$ cat config.mk
export PLATFORM = sky130hd
export DESIGN_NAME = txr_ring_engine
export DESIGN_NICKNAME = d
export VERILOG_FILES = /design/src/rtl/txr_pkg.sv /design/src/rtl/txr_desc_codec.sv /design/src/rtl/txr_byte_pick.sv /design/src/rtl/txr_sticky.sv /design/src/rtl/txr_ring_engine.sv
export SDC_FILE = /design/constraint.sdc
export NUM_CORES = 1
export LEC_CHECK = 0
export BUFFER_PORTS_ARGS = -buffer_cell sky130_fd_sc_hd__buf_2
export CAP_MARGIN = 20
export CORE_MARGIN = 4
export CORE_UTILIZATION = 40
export CTS_CLUSTER_DIAMETER = 50
export DETAILED_ROUTE_END_ITERATION = 7
export PLACE_DENSITY = 0.67
export SLEW_MARGIN = 20
export SYNTH_ARGS = -nofsm -noshare
export SYNTH_HDL_FRONTEND = slang
export SYNTH_SLANG_ARGS = --single-unit
$ cat constraint.sdc
create_clock -name clk -period 2.4 [get_ports clk]
set_input_delay 0.24 -clock clk [delete_from_list [all_inputs] [get_ports clk]]
set_output_delay 0.24 -clock clk [all_outputs]
set_load 0.02 [all_outputs]
$ cat src/rtl/txr_pkg.sv
package txr_pkg;

    localparam int DESC_BYTES = 8;

    localparam int FB_READY   = 15;
    localparam int FB_PAD     = 14;
    localparam int FB_WRAP    = 13;
    localparam int FB_IRQ     = 12;
    localparam int FB_LAST    = 11;
    localparam int FB_OFFLOAD = 1;

    localparam logic [15:0] WB_CLEAR_MASK = 16'h83BF;

    typedef struct packed {
        logic [15:0] flags;
        logic [15:0] len;
        logic [31:0] ptr;
    } desc_t;

    typedef struct packed {
        logic offload;
        logic pad;
    } fopt_t;

    typedef enum logic [3:0] {
        S_IDLE,
        S_RD0,
        S_RD1,
        S_DRD,
        S_DOUT,
        S_PAD,
        S_WB,
        S_NEXT,
        S_DONE
    } st_t;

    function automatic logic [15:0] bswap16(input logic [15:0] v);
        return {v[7:0], v[15:8]};
    endfunction

    function automatic logic [31:0] bswap32(input logic [31:0] v);
        return {v[7:0], v[15:8], v[23:16], v[31:24]};
    endfunction

endpackage

$ cat src/rtl/txr_desc_codec.sv
module txr_desc_codec
    import txr_pkg::*;
(
    input  logic        be_mode,
    input  logic [31:0] rd_w0,
    input  logic [31:0] rd_w1,
    output desc_t       dec,
    input  logic [15:0] wb_flags,
    input  logic [15:0] wb_len,
    output logic [31:0] wb_word
);
    always_comb begin
        if (be_mode) begin
            dec.flags = bswap16(rd_w0[15:0]);
            dec.len   = bswap16(rd_w0[31:16]);
            dec.ptr   = bswap32(rd_w1);
            wb_word   = {bswap16(wb_len), bswap16(wb_flags)};
        end else begin
            dec.flags = rd_w0[15:0];
            dec.len   = rd_w0[31:16];
            dec.ptr   = rd_w1;
            wb_word   = {wb_len, wb_flags};
        end
    end
endmodule

$ cat src/rtl/txr_byte_pick.sv
module txr_byte_pick #(
    parameter int LANES = 4,
    localparam int LW = $clog2(LANES)
) (
    input  logic [8*LANES-1:0] word,
    input  logic [LW-1:0]      lane,
    output logic [7:0]         byte_o
);
    logic [7:0] lanes [LANES];

    for (genvar g = 0; g < LANES; g++) begin : g_lane
        assign lanes[g] = word[8*g +: 8];
    end

    assign byte_o = lanes[lane];
endmodule

$ cat src/rtl/txr_sticky.sv
module txr_sticky #(
    parameter int W = 2
) (
    input  logic         clk,
    input  logic         rst,
    input  logic [W-1:0] set,
    input  logic [W-1:0] clr,
    output logic [W-1:0] q
);
    for (genvar g = 0; g < W; g++) begin : g_bit
        always_ff @(posedge clk) begin
            if (rst)         q[g] <= 1'b0;
            else if (set[g]) q[g] <= 1'b1;
            else if (clr[g]) q[g] <= 1'b0;
        end
    end
endmodule

$ cat src/rtl/txr_ring_engine.sv
module txr_ring_engine
    import txr_pkg::*;
#(
    parameter int ADDR_W    = 32,
    parameter int RING_ID   = 0,
    parameter int MIN_FRAME = 64,
    parameter int CB_BYTES  = 8,
    parameter int CNT_W     = 16
) (
    input  logic              clk,
    input  logic              rst,
    input  logic              kick,
    input  logic              tx_en,
    input  logic              pad_all,
    input  logic              be_mode,
    input  logic [ADDR_W-1:0] ring_base,
    input  logic [ADDR_W-1:0] cur_ptr,
    output logic              mem_req,
    output logic              mem_we,
    output logic [ADDR_W-1:0] mem_addr,
    output logic [31:0]       mem_wdata,
    input  logic              mem_ack,
    input  logic [31:0]       mem_rdata,
    output logic              o_valid,
    output logic [7:0]        o_data,
    output logic              o_last,
    input  logic              o_ready,
    output logic              walk_done,
    output logic [ADDR_W-1:0] ptr_next,
    output logic              evt_frame,
    output logic              evt_buf,
    input  logic [1:0]        evt_clr,
    output logic [31:0]       halt_stat,
    input  logic [31:0]       halt_clr
);
    localparam int SN_W = $clog2(CB_BYTES + 1);
    localparam int HALT_BIT = 31 - RING_ID;
    localparam logic [31:0] HALT_MASK = 32'd1 << HALT_BIT;

    st_t               st_q;
    logic [ADDR_W-1:0] da_q;
    logic [ADDR_W-1:0] cur_a_q;
    logic [ADDR_W-1:0] base_al;
    logic [ADDR_W-1:0] nxt_a;
    logic [31:0]       w0_q;
    logic [31:0]       word_q;
    desc_t             dsc_q;
    desc_t             dec;
    fopt_t             fopt_q;
    logic              frame_open_q;
    logic              wrap_q;
    logic [15:0]       remain_q;
    logic [SN_W-1:0]   strip_q;
    logic [CNT_W-1:0]  sent_q;
    logic [CNT_W-1:0]  sent_nx;
    logic [CNT_W-1:0]  sent_after;
    logic [31:0]       wb_word;
    logic [7:0]        lane_byte;
    logic              dropping;
    logic              last_byte;
    logic              desc_last;
    logic              tail_pad;
    logic              byte_adv;
    logic              wb_ack;
    logic [1:0]        evt_set;
    logic [1:0]        evt_q;

    assign base_al   = {ring_base[ADDR_W-1:3], 3'b000};
    assign nxt_a     = wrap_q ? base_al : da_q + ADDR_W'(DESC_BYTES);
    assign desc_last = dsc_q.flags[FB_LAST];
    assign last_byte = (remain_q == 16'd1);
    assign dropping  = (st_q == S_DOUT) && fopt_q.offload && (strip_q < SN_W'(CB_BYTES));
    assign sent_nx   = (sent_q == {CNT_W{1'b1}}) ? sent_q : sent_q + 1'b1;
    assign sent_after = dropping ? sent_q : sent_nx;
    assign tail_pad  = fopt_q.pad && (32'(sent_after) < MIN_FRAME);
    assign byte_adv  = (st_q == S_DOUT) && (dropping || o_ready);
    assign wb_ack    = (st_q == S_WB) && mem_ack;

    txr_desc_codec u_codec (
        .be_mode (be_mode),
        .rd_w0   (w0_q),
        .rd_w1   (mem_rdata),
        .dec     (dec),
        .wb_flags(dsc_q.flags & ~WB_CLEAR_MASK),
        .wb_len  (dsc_q.len),
        .wb_word (wb_word)
    );

    txr_byte_pick #(.LANES(4)) u_pick (
        .word  (word_q),
        .lane  (cur_a_q[1:0]),
        .byte_o(lane_byte)
    );

    // memory request side
    always_comb begin
        mem_req   = 1'b0;
        mem_we    = 1'b0;
        mem_addr  = '0;
        mem_wdata = wb_word;
        unique case (st_q)
            S_RD0: begin
                mem_req  = 1'b1;
                mem_addr = da_q;
            end
            S_RD1: begin
                mem_req  = 1'b1;
                mem_addr = {da_q[ADDR_W-1:3], 3'b100};
            end
            S_DRD: begin
                mem_req  = 1'b1;
                mem_addr = {cur_a_q[ADDR_W-1:2], 2'b00};
            end
            S_WB: begin
                mem_req  = 1'b1;
                mem_we   = 1'b1;
                mem_addr = da_q;
            end
            default: ;
        endcase
    end

    // byte output side
    always_comb begin
        o_valid = 1'b0;
        o_data  = 8'h00;
        o_last  = 1'b0;
        if (st_q == S_DOUT && !dropping) begin
            o_valid = 1'b1;
            o_data  = lane_byte;
            o_last  = last_byte && desc_last && !tail_pad;
        end else if (st_q == S_PAD) begin
            o_valid = 1'b1;
            o_last  = (32'(sent_nx) >= MIN_FRAME);
        end
    end

    assign walk_done = (st_q == S_DONE);
    assign ptr_next  = base_al;

    always_ff @(posedge clk) begin
        if (rst) begin
            st_q         <= S_IDLE;
            da_q         <= '0;
            cur_a_q      <= '0;
            w0_q         <= '0;
            word_q       <= '0;
            dsc_q        <= '0;
            fopt_q       <= '0;
            frame_open_q <= 1'b0;
            wrap_q       <= 1'b0;
            remain_q     <= '0;
            strip_q      <= '0;
            sent_q       <= '0;
        end else begin
            unique case (st_q)
                S_IDLE: begin
                    if (kick && tx_en) begin
                        da_q <= {cur_ptr[ADDR_W-1:3], 3'b000};
                        st_q <= S_RD0;
                    end
                end
                S_RD0: begin
                    if (mem_ack) begin
                        w0_q <= mem_rdata;
                        st_q <= S_RD1;
                    end
                end
                S_RD1: begin
                    if (mem_ack) begin
                        wrap_q <= dec.flags[FB_WRAP];
                        if (!dec.flags[FB_READY] || dec.len == 16'd0) begin
                            st_q <= S_NEXT;
                        end else begin
                            dsc_q    <= dec;
                            cur_a_q  <= dec.ptr[ADDR_W-1:0];
                            remain_q <= dec.len;
                            if (!frame_open_q) begin
                                frame_open_q   <= 1'b1;
                                fopt_q.offload <= dec.flags[FB_OFFLOAD];
                                fopt_q.pad     <= dec.flags[FB_PAD] | pad_all;
                                sent_q         <= '0;
                                strip_q        <= '0;
                            end
                            st_q <= S_DRD;
                        end
                    end
                end
                S_DRD: begin
                    if (mem_ack) begin
                        word_q <= mem_rdata;
                        st_q   <= S_DOUT;
                    end
                end
                S_DOUT: begin
                    if (byte_adv) begin
                        cur_a_q  <= cur_a_q + 1'b1;
                        remain_q <= remain_q - 16'd1;
                        if (dropping) strip_q <= strip_q + 1'b1;
                        else          sent_q  <= sent_nx;
                        if (last_byte)
                            st_q <= (desc_last && tail_pad) ? S_PAD : S_WB;
                        else if (cur_a_q[1:0] == 2'b11)
                            st_q <= S_DRD;
                    end
                end
                S_PAD: begin
                    if (o_ready) begin
                        sent_q <= sent_nx;
                        if (32'(sent_nx) >= MIN_FRAME) st_q <= S_WB;
                    end
                end
                S_WB: begin
                    if (mem_ack) begin
                        if (desc_last) frame_open_q <= 1'b0;
                        st_q <= S_NEXT;
                    end
                end
                S_NEXT: begin
                    da_q <= nxt_a;
                    st_q <= (nxt_a == base_al) ? S_DONE : S_RD0;
                end
                S_DONE: st_q <= S_IDLE;
                default: st_q <= S_IDLE;
            endcase
        end
    end

    assign evt_set[1] = wb_ack && dsc_q.flags[FB_IRQ] && desc_last;
    assign evt_set[0] = wb_ack && dsc_q.flags[FB_IRQ] && !desc_last;

    txr_sticky #(.W(2)) u_evt (
        .clk(clk), .rst(rst), .set(evt_set), .clr(evt_clr), .q(evt_q)
    );
    assign evt_frame = evt_q[1];
    assign evt_buf   = evt_q[0];

    txr_sticky #(.W(32)) u_halt (
        .clk(clk), .rst(rst),
        .set(walk_done ? HALT_MASK : 32'd0),
        .clr(halt_clr), .q(halt_stat)
    );
endmodule

Word-level counts from Yosys, hierarchy flattened
Index checks and enable logic that the tools add are counted.
- bitwise gates (word level): 4
- muxes and demuxes: 126
- add/sub/neg operators: 5
- eq/ne operators: 25
- order comparisons: 4
- reduce and logical (&&, ||, !) cells: 72
- operators by type and width (operator ; number):
    $mux W32 ; 7
    $mux W16 ; 10
    $pmux W32 S2 ; 2
    $pmux W32 S3 ; 1
    $mux W1 ; 78
    $reduce_bool A2 Y1 ; 37
    $mux W4 ; 16
    $mux W64 ; 1
    $pmux W16 S3 ; 1
    $add A32 B1 Y32 const B ; 1
    $add A32 B4 Y32 const B ; 1
    $eq A32 B32 Y1 ; 1
    $pmux W16 S2 ; 1
    $pmux W4 S8 ; 1
    $mux W8 ; 3
    $ne A2 B2 Y1 const B ; 11
    $add A16 B1 Y16 const B ; 1
    $bmux W8 S2 ; 1
    $eq A16 B1 Y1 const B ; 1
    $eq A16 B16 Y1 const B ; 1
    $eq A4 B3 Y1 const B ; 4
    $ge A16 B7 Y1 const B ; 1
    $logic_not A16 Y1 ; 1
    $lt A16 B7 Y1 const B ; 1
    other kinds (30) ; 53
- bits in registers: 237

Depth between registers and ports, before layout
- depth in word-level cells: 11
- mapped depth: 11
- depth with buffers taken out: 9

Cells and area by module
A second synthesis with hierarchy kept.
- cells, all modules: 1783
- area total of the unflattened synthesis: 14441.4 um^2
- modules (own cells, without submodules) (module ; cells an instance ; seq. area each (um^2) ; area an instance (um^2) ; instances):
    txr_ring_engine ; 1527 ; 3883.7 ; 11657.4 ; 1
    txr_desc_codec ; 107 ; 0.0 ; 1362.6 ; 1
    txr_sticky (u_halt) ; 131 ; 640.6 ; 1154.9 ; 1
    txr_byte_pick ; 10 ; 0.0 ; 196.4 ; 1
    txr_sticky (u_evt) ; 8 ; 40.0 ; 70.1 ; 1

Worst setup path after synthesis
Ideal clock, no wire load.
- path type: reg-to-output
- start: register st_q[3]
- end: output o_last
- slack: -295 ps
- stages on the path, launching flop included: 9
- arrival: 2455 ps
- path through: dfxtp_1 -> clkbuf_1 -> nor4b_1 -> nand2_1 -> and3_1 -> and3_1 -> o2111a_1 -> and4_1 -> o31ai_1
- cells in the longest elaborated chain, start to end: 9
- elaborated cells on any way between the ends: 13
- those cells by class: order compare: 1; eq/ne: 2; mux: 3; reduce/logical: 7
- ends and longest elaborated chain (what ; line ; RTL):
    start: declaration ; txr_ring_engine.sv:40 ; st_t st_q;
    start signal: assignment ; txr_ring_engine.sv:202 ; st_q <= (desc_last && tail_pad) ? S_PAD : S_WB;
    start signal: assignment ; txr_ring_engine.sv:221 ; st_q <= (nxt_a == base_al) ? S_DONE : S_RD0;
    $eq A4 B3 Y1 ; txr_ring_engine.sv:72, txr_ring_engine.sv:128 ;
    $logic_and A1 B1 Y1 (2 in a row) ; txr_ring_engine.sv:72 ; assign dropping = (st_q == S_DOUT) && fopt_q.offload && (strip_q < SN_W'(CB_BYTES));
    $mux W16 ; -- ;
    $lt A16 B7 Y1 ; txr_ring_engine.sv:75 ; assign tail_pad = fopt_q.pad && (32'(sent_after) < MIN_FRAME);
    $logic_and A1 B1 Y1 ; txr_ring_engine.sv:75 ;
    $logic_not A1 Y1 ; txr_ring_engine.sv:131 ; o_last = last_byte && desc_last && !tail_pad;
    $logic_and A1 B1 Y1 ; txr_ring_engine.sv:131 ;
    $mux W1 (*) ; txr_ring_engine.sv:128 ; if (st_q == S_DOUT && !dropping) begin
    end: declaration ; txr_ring_engine.sv:26 ; output logic o_last,
Every way passes the cells marked *; elsewhere a longest branch is shown, timed or not.

Worst setup path in the final report
- start: register sent_q[13]
- end: output o_last
- cells in the longest elaborated chain, start to end: 8
- elaborated cells on any way between the ends: 11
- those cells by class: add/sub: 1; order compare: 2; eq/ne: 1; mux: 4; reduce/logical: 3
- ends and longest elaborated chain (what ; line ; RTL):
    start: declaration ; txr_ring_engine.sv:54 ; logic [CNT_W-1:0] sent_q;
    start signal: assignment ; txr_ring_engine.sv:200 ; else sent_q <= sent_nx;
    start signal: assignment ; txr_ring_engine.sv:209 ; sent_q <= sent_nx;
    $add A16 B1 Y16 / $eq A16 B16 Y1 (equally long branches) ; txr_ring_engine.sv:73 ; assign sent_nx = (sent_q == {CNT_W{1'b1}}) ? sent_q : sent_q + 1'b1;
    $mux W16 ; txr_ring_engine.sv:73 ;
    $mux W16 ; -- ;
    $lt A16 B7 Y1 ; txr_ring_engine.sv:75 ;
    $logic_and A1 B1 Y1 ; txr_ring_engine.sv:75 ;
    $logic_not A1 Y1 ; txr_ring_engine.sv:131 ;
    $logic_and A1 B1 Y1 ; txr_ring_engine.sv:131 ;
    $mux W1 (*) ; txr_ring_engine.sv:128 ;
Marks and branches as above.

==> results.json <==
{
  "first_global_vias": 12457,
  "die-width_um": 186,
  "nNetsFinal": 2087,
  "async_flop_share": 0,
  "maxCapViolCount": 0,
  "io_pins": 281,
  "antenna_cells_inserted": 0,
  "hpwlAfterDp_mm": 31.7,
  "clock_insertion_delay_worst_skew_ps": 450,
  "drt_first_pass_iters": 7,
  "synth-warning-count": 0,
  "fin_hold_viols": 0,
  "placementRows": 64,
  "cts-root-to-sink-buffers": 2,
  "yosys_register_bits": 195,
  "failed_checks": "negative setup slack",
  "critical_path_peak_fanout": 5,
  "layout_cells_sized_above_1": 0.301,
  "finalCriticalPeriod_ps": 2890,
  "dr_total_vias": 13491,
  "ctsRootBufferMaster": "sky130_fd_sc_hd__clkbuf_16",
  "post-route-drc-count": 0,
  "grt_pass1_wl_mm": 67.6,
  "grt_antenna_before_repair": 0,
  "met3_use_gr": 0.0432,
  "setup_viol": 5,
  "yosys.area_share.adder": 0.00593,
  "cp_data_required_time_ps": 2160,
  "port_buffers": 203,
  "synth.area.mux_share": 0.0866,
  "finalCritPeriodShare": 1.20,
  "power.density_cell_area_nw_per_um2": 585,
  "synth_cells": 1675,
  "post_synth_num_cell_types": 76,
  "dominant_combinational_cell_family_by_area_after_synthesis": "simple AND/OR/NAND/NOR gates",
  "design_area_um2": 16300,
  "irDropWorstVdd_v": 0.000491,
  "path_buf_inv": 1,
  "dr.first_iter.drc_count": 1436,
  "cellLeakagePower_nw": 6.58,
  "hold_path.class": "in2reg",
  "design.die.area_um2": 34500,
  "status": "complete, but fails checks",
  "yosysSeqAreaShare": 0.309,
  "whs_ps": 57.9,
  "grt_start_max_net_pins": 126,
  "rsz_0062_raised_after_global_routing": "yes",
  "core_um2": 30900,
  "classification_of_the_worst_setup_path": "reg2out",
  "worstSetupEndpointType": "output port",
  "worstPathArrival_ps": 2650,
  "use_met2": 0.392,
  "synth_simple_gate_area_share": 0.251,
  "place_worst_setup_slack_ps": -371,
  "commonest_non_fill_non_tap_cell_in_the_layout": "sky130_fd_sc_hd__nand2_1",
  "layout_setup_ws_ps": -487,
  "path_delay_family": "simple AND/OR/NAND/NOR gates",
  "yosys.area_share.xor_xnor": 0.0504,
  "ys_flop_type": "sky130_fd_sc_hd__dfxtp_1",
  "area_delta_synth_final_pct": 28.5,
  "timing.max_slew.rel_slack": 0.579,
  "clk_pin_slew_worst_paths_ps": 80,
  "max_stage_delay_ps": 420,
  "htree_num_levels": 4,
  "tritoncts_clock_tree": "yes",
  "gp_congestion": 0.944,
  "path_common_cell": "sky130_fd_sc_hd__and4_1",
  "initial_core_utilization": 0.409,
  "detailed_place.area_um2": 14800,
  "cts_made_buffers": 17,
  "wl_per_cell_um": 19.0,
  "remaining_global_route_overflow": 0,
  "max_freq_ghz": 0.346,
  "worst-slew-pin-transition_ps": 632,
  "timing.clock.skew_ps": 17.8,
  "vias_per_inst": 5.74,
  "worstSetupStartpointType": "register",
  "critPathSlowestCell": "sky130_fd_sc_hd__dfxtp_1",
  "layout.cells.most_common_list": "sky130_fd_sc_hd__nand2_1, sky130_fd_sc_hd__buf_4, sky130_fd_sc_hd__buf_2",
  "gr_util_met1": 0.329,
  "grt-busiest-layer": "met2",
  "routed_wl_mm": 44.8,
  "tritoncts_num_sinks": 195,
  "grt_util_all_layers": 0.245,
  "finalMaxSlewViolations": 0,
  "synth.cell_area_um2": 12600,
  "synth_enable_flop_cells": 0,
  "critical_path.cell_chain": "and4_1, a211oi_4, and4_1, o211a_1, or2_2, a311o_1, o31ai_4, buf_6",
  "synth_compound_area_frac": 0.210,
  "die_height_um": 186,
  "post_synth.cell_area_avg_um2": 7.55,
  "final_antenna_net_count": 0
}
power breakdown:
| part | switching (mW) | leakage [nW] | total (mW) | internal, mW |
|---|---|---|---|---|
| Sequential | 0.168 | 1.59 | 3.59 | 3.43 |
| Clock | 1.63 | 0.310 | 3.11 | 1.48 |
| Combinational | 1.66 | 4.68 | 2.81 | 1.15 |
stage by stage:
step	util	TNS, ps	power, mW	cells
finish	0.526	-1010	9.52	2352
detailed placement	0.479	-1420	6.12	2289
CTS	0.515	-1260	9.35	2345
floorplan	-	-108	5.22	1714
global placement	0.479	-938	6.07	2289
global route	0.526	-1610	9.93	2352
worst reg2reg max path: stages (launching register included):
cell and delay (ps):
sky130_fd_sc_hd__dfxtp_4 380, sky130_fd_sc_hd__buf_6 100, sky130_fd_sc_hd__nand4_1 110, sky130_fd_sc_hd__buf_6 170, sky130_fd_sc_hd__buf_6 120, sky130_fd_sc_hd__o31ai_4 160
sky130_fd_sc_hd__nand4_1 170, sky130_fd_sc_hd__buf_4 180, sky130_fd_sc_hd__a2111oi_4 330, sky130_fd_sc_hd__o211ai_1 240, sky130_fd_sc_hd__a21oi_2 230, sky130_fd_sc_hd__o21ba_4 170
sky130_fd_sc_hd__o211ai_1 150
per-layer routing:
layer | share of wire | vias up
met2 | 0.47 | 571
met1 | 0.42 | 6406
met5 | 0 | -
met3 | 0.071 | 97
met4 | 0.037 | 0
li1 | - | 6417
logic make-up (layout without fill, tap and decap cells):
family,after synthesis,count (layout)
mux,96,96
other cells,1,40
fa+ha+maj,6,6
buf+inv,219,461
compound gates,425,425
xor+xnor,68,68
simple gates,665,665
flops,195,195
cell usage after synthesis, types with 3 or more instances:
cell | n | area (um^2)
sky130_fd_sc_hd__nand3_1 | 38 | 190
sky130_fd_sc_hd__nand2b_1 | 8 | 50.1
sky130_fd_sc_hd__buf_4 | 70 | 526
sky130_fd_sc_hd__buf_1 | 10 | 37.5
sky130_fd_sc_hd__o31ai_1 | 5 | 37.5
sky130_fd_sc_hd__or2_2 | 8 | 50.1
sky130_fd_sc_hd__a22o_1 | 29 | 254
sky130_fd_sc_hd__nor4b_1 | 3 | 26.3
sky130_fd_sc_hd__buf_2 | 11 | 55.1
sky130_fd_sc_hd__nor2b_1 | 9 | 56.3
sky130_fd_sc_hd__nor3_1 | 49 | 245
sky130_fd_sc_hd__a211oi_1 | 44 | 330
sky130_fd_sc_hd__clkbuf_1 | 109 | 409
sky130_fd_sc_hd__or4_1 | 5 | 37.5
sky130_fd_sc_hd__a2111oi_0 | 5 | 43.8
sky130_fd_sc_hd__a31oi_1 | 7 | 43.8
sky130_fd_sc_hd__nor3b_1 | 9 | 67.6
sky130_fd_sc_hd__o31a_1 | 3 | 26.3
sky130_fd_sc_hd__o22ai_1 | 13 | 81.3
sky130_fd_sc_hd__a311oi_1 | 4 | 35.0
sky130_fd_sc_hd__o21ai_0 | 84 | 420
sky130_fd_sc_hd__nand4b_1 | 3 | 26.3
sky130_fd_sc_hd__nor2_1 | 150 | 563
sky130_fd_sc_hd__ha_1 | 6 | 75.1
sky130_fd_sc_hd__nor4_1 | 21 | 131
sky130_fd_sc_hd__mux2i_1 | 60 | 601
sky130_fd_sc_hd__mux2_2 | 28 | 315
sky130_fd_sc_hd__nand2_1 | 258 | 968
sky130_fd_sc_hd__dfxtp_1 | 195 | 3900
sky130_fd_sc_hd__inv_1 | 18 | 67.6
sky130_fd_sc_hd__and3_1 | 26 | 163
sky130_fd_sc_hd__and2_1 | 17 | 106
sky130_fd_sc_hd__a21oi_1 | 160 | 801
sky130_fd_sc_hd__a32oi_1 | 3 | 26.3
sky130_fd_sc_hd__or3_1 | 10 | 62.6
sky130_fd_sc_hd__o2bb2ai_1 | 3 | 26.3
sky130_fd_sc_hd__a22oi_1 | 33 | 248
sky130_fd_sc_hd__nand4_1 | 25 | 156
sky130_fd_sc_hd__xor2_1 | 24 | 210
sky130_fd_sc_hd__and4_1 | 13 | 114
sky130_fd_sc_hd__mux4_2 | 8 | 180
sky130_fd_sc_hd__o211ai_1 | 9 | 67.6
sky130_fd_sc_hd__xnor2_1 | 41 | 359
worst paths after layout:
check,startpoint,endpoint,slack [ps],cells after the start
worst max register to register,sent_q[1]$_SDFFE_PP0P_,st_q[1]$_SDFFE_PP0P_,-170,12
worst min register to register,word_q[0]$_SDFFE_PP0P_,word_q[0]$_SDFFE_PP0P_,460,2
worst max-delay path,sent_q[13]$_SDFFE_PP0P_,o_last,-490,8
worst min-delay path,evt_clr[0],u_evt.q[0]$_SDFFE_PP0P_,60,3
sequential cells by signal (all words and copies together), names as in the netlist, 16 cells and up:
| register | flops |
|---|---|
| word_q | 32 |
| cur_a_q | 32 |
| sent_q | 16 |
| da_q | 32 |
| remain_q | 16 |
| w0_q | 30 |
| dsc_q | 21 |
repair_timing:
| action | 4_1_cts | 5_1_grt |
|---|---|---|
| setup buffers | 24 | 9 |
| hold buffers | 0 | 0 |
| resized for setup | 73 | 64 |
| setup endpoints to repair | 28 | 90 |
| pin swaps | 36 | 27 |
| cloned | 1 | 2 |
final cells by class:
type	count	area (um^2)
Fill cell	2922	14700
Multi-Input combinational cell	1300	8250
Inverter	18	72.6
Sequential cell	195	3950
Clock buffer	17	425
Clock inverter	15	220
Timing Repair Buffer	411	2840
Tap cell	396	495
(Power assumes the default switching activity.)
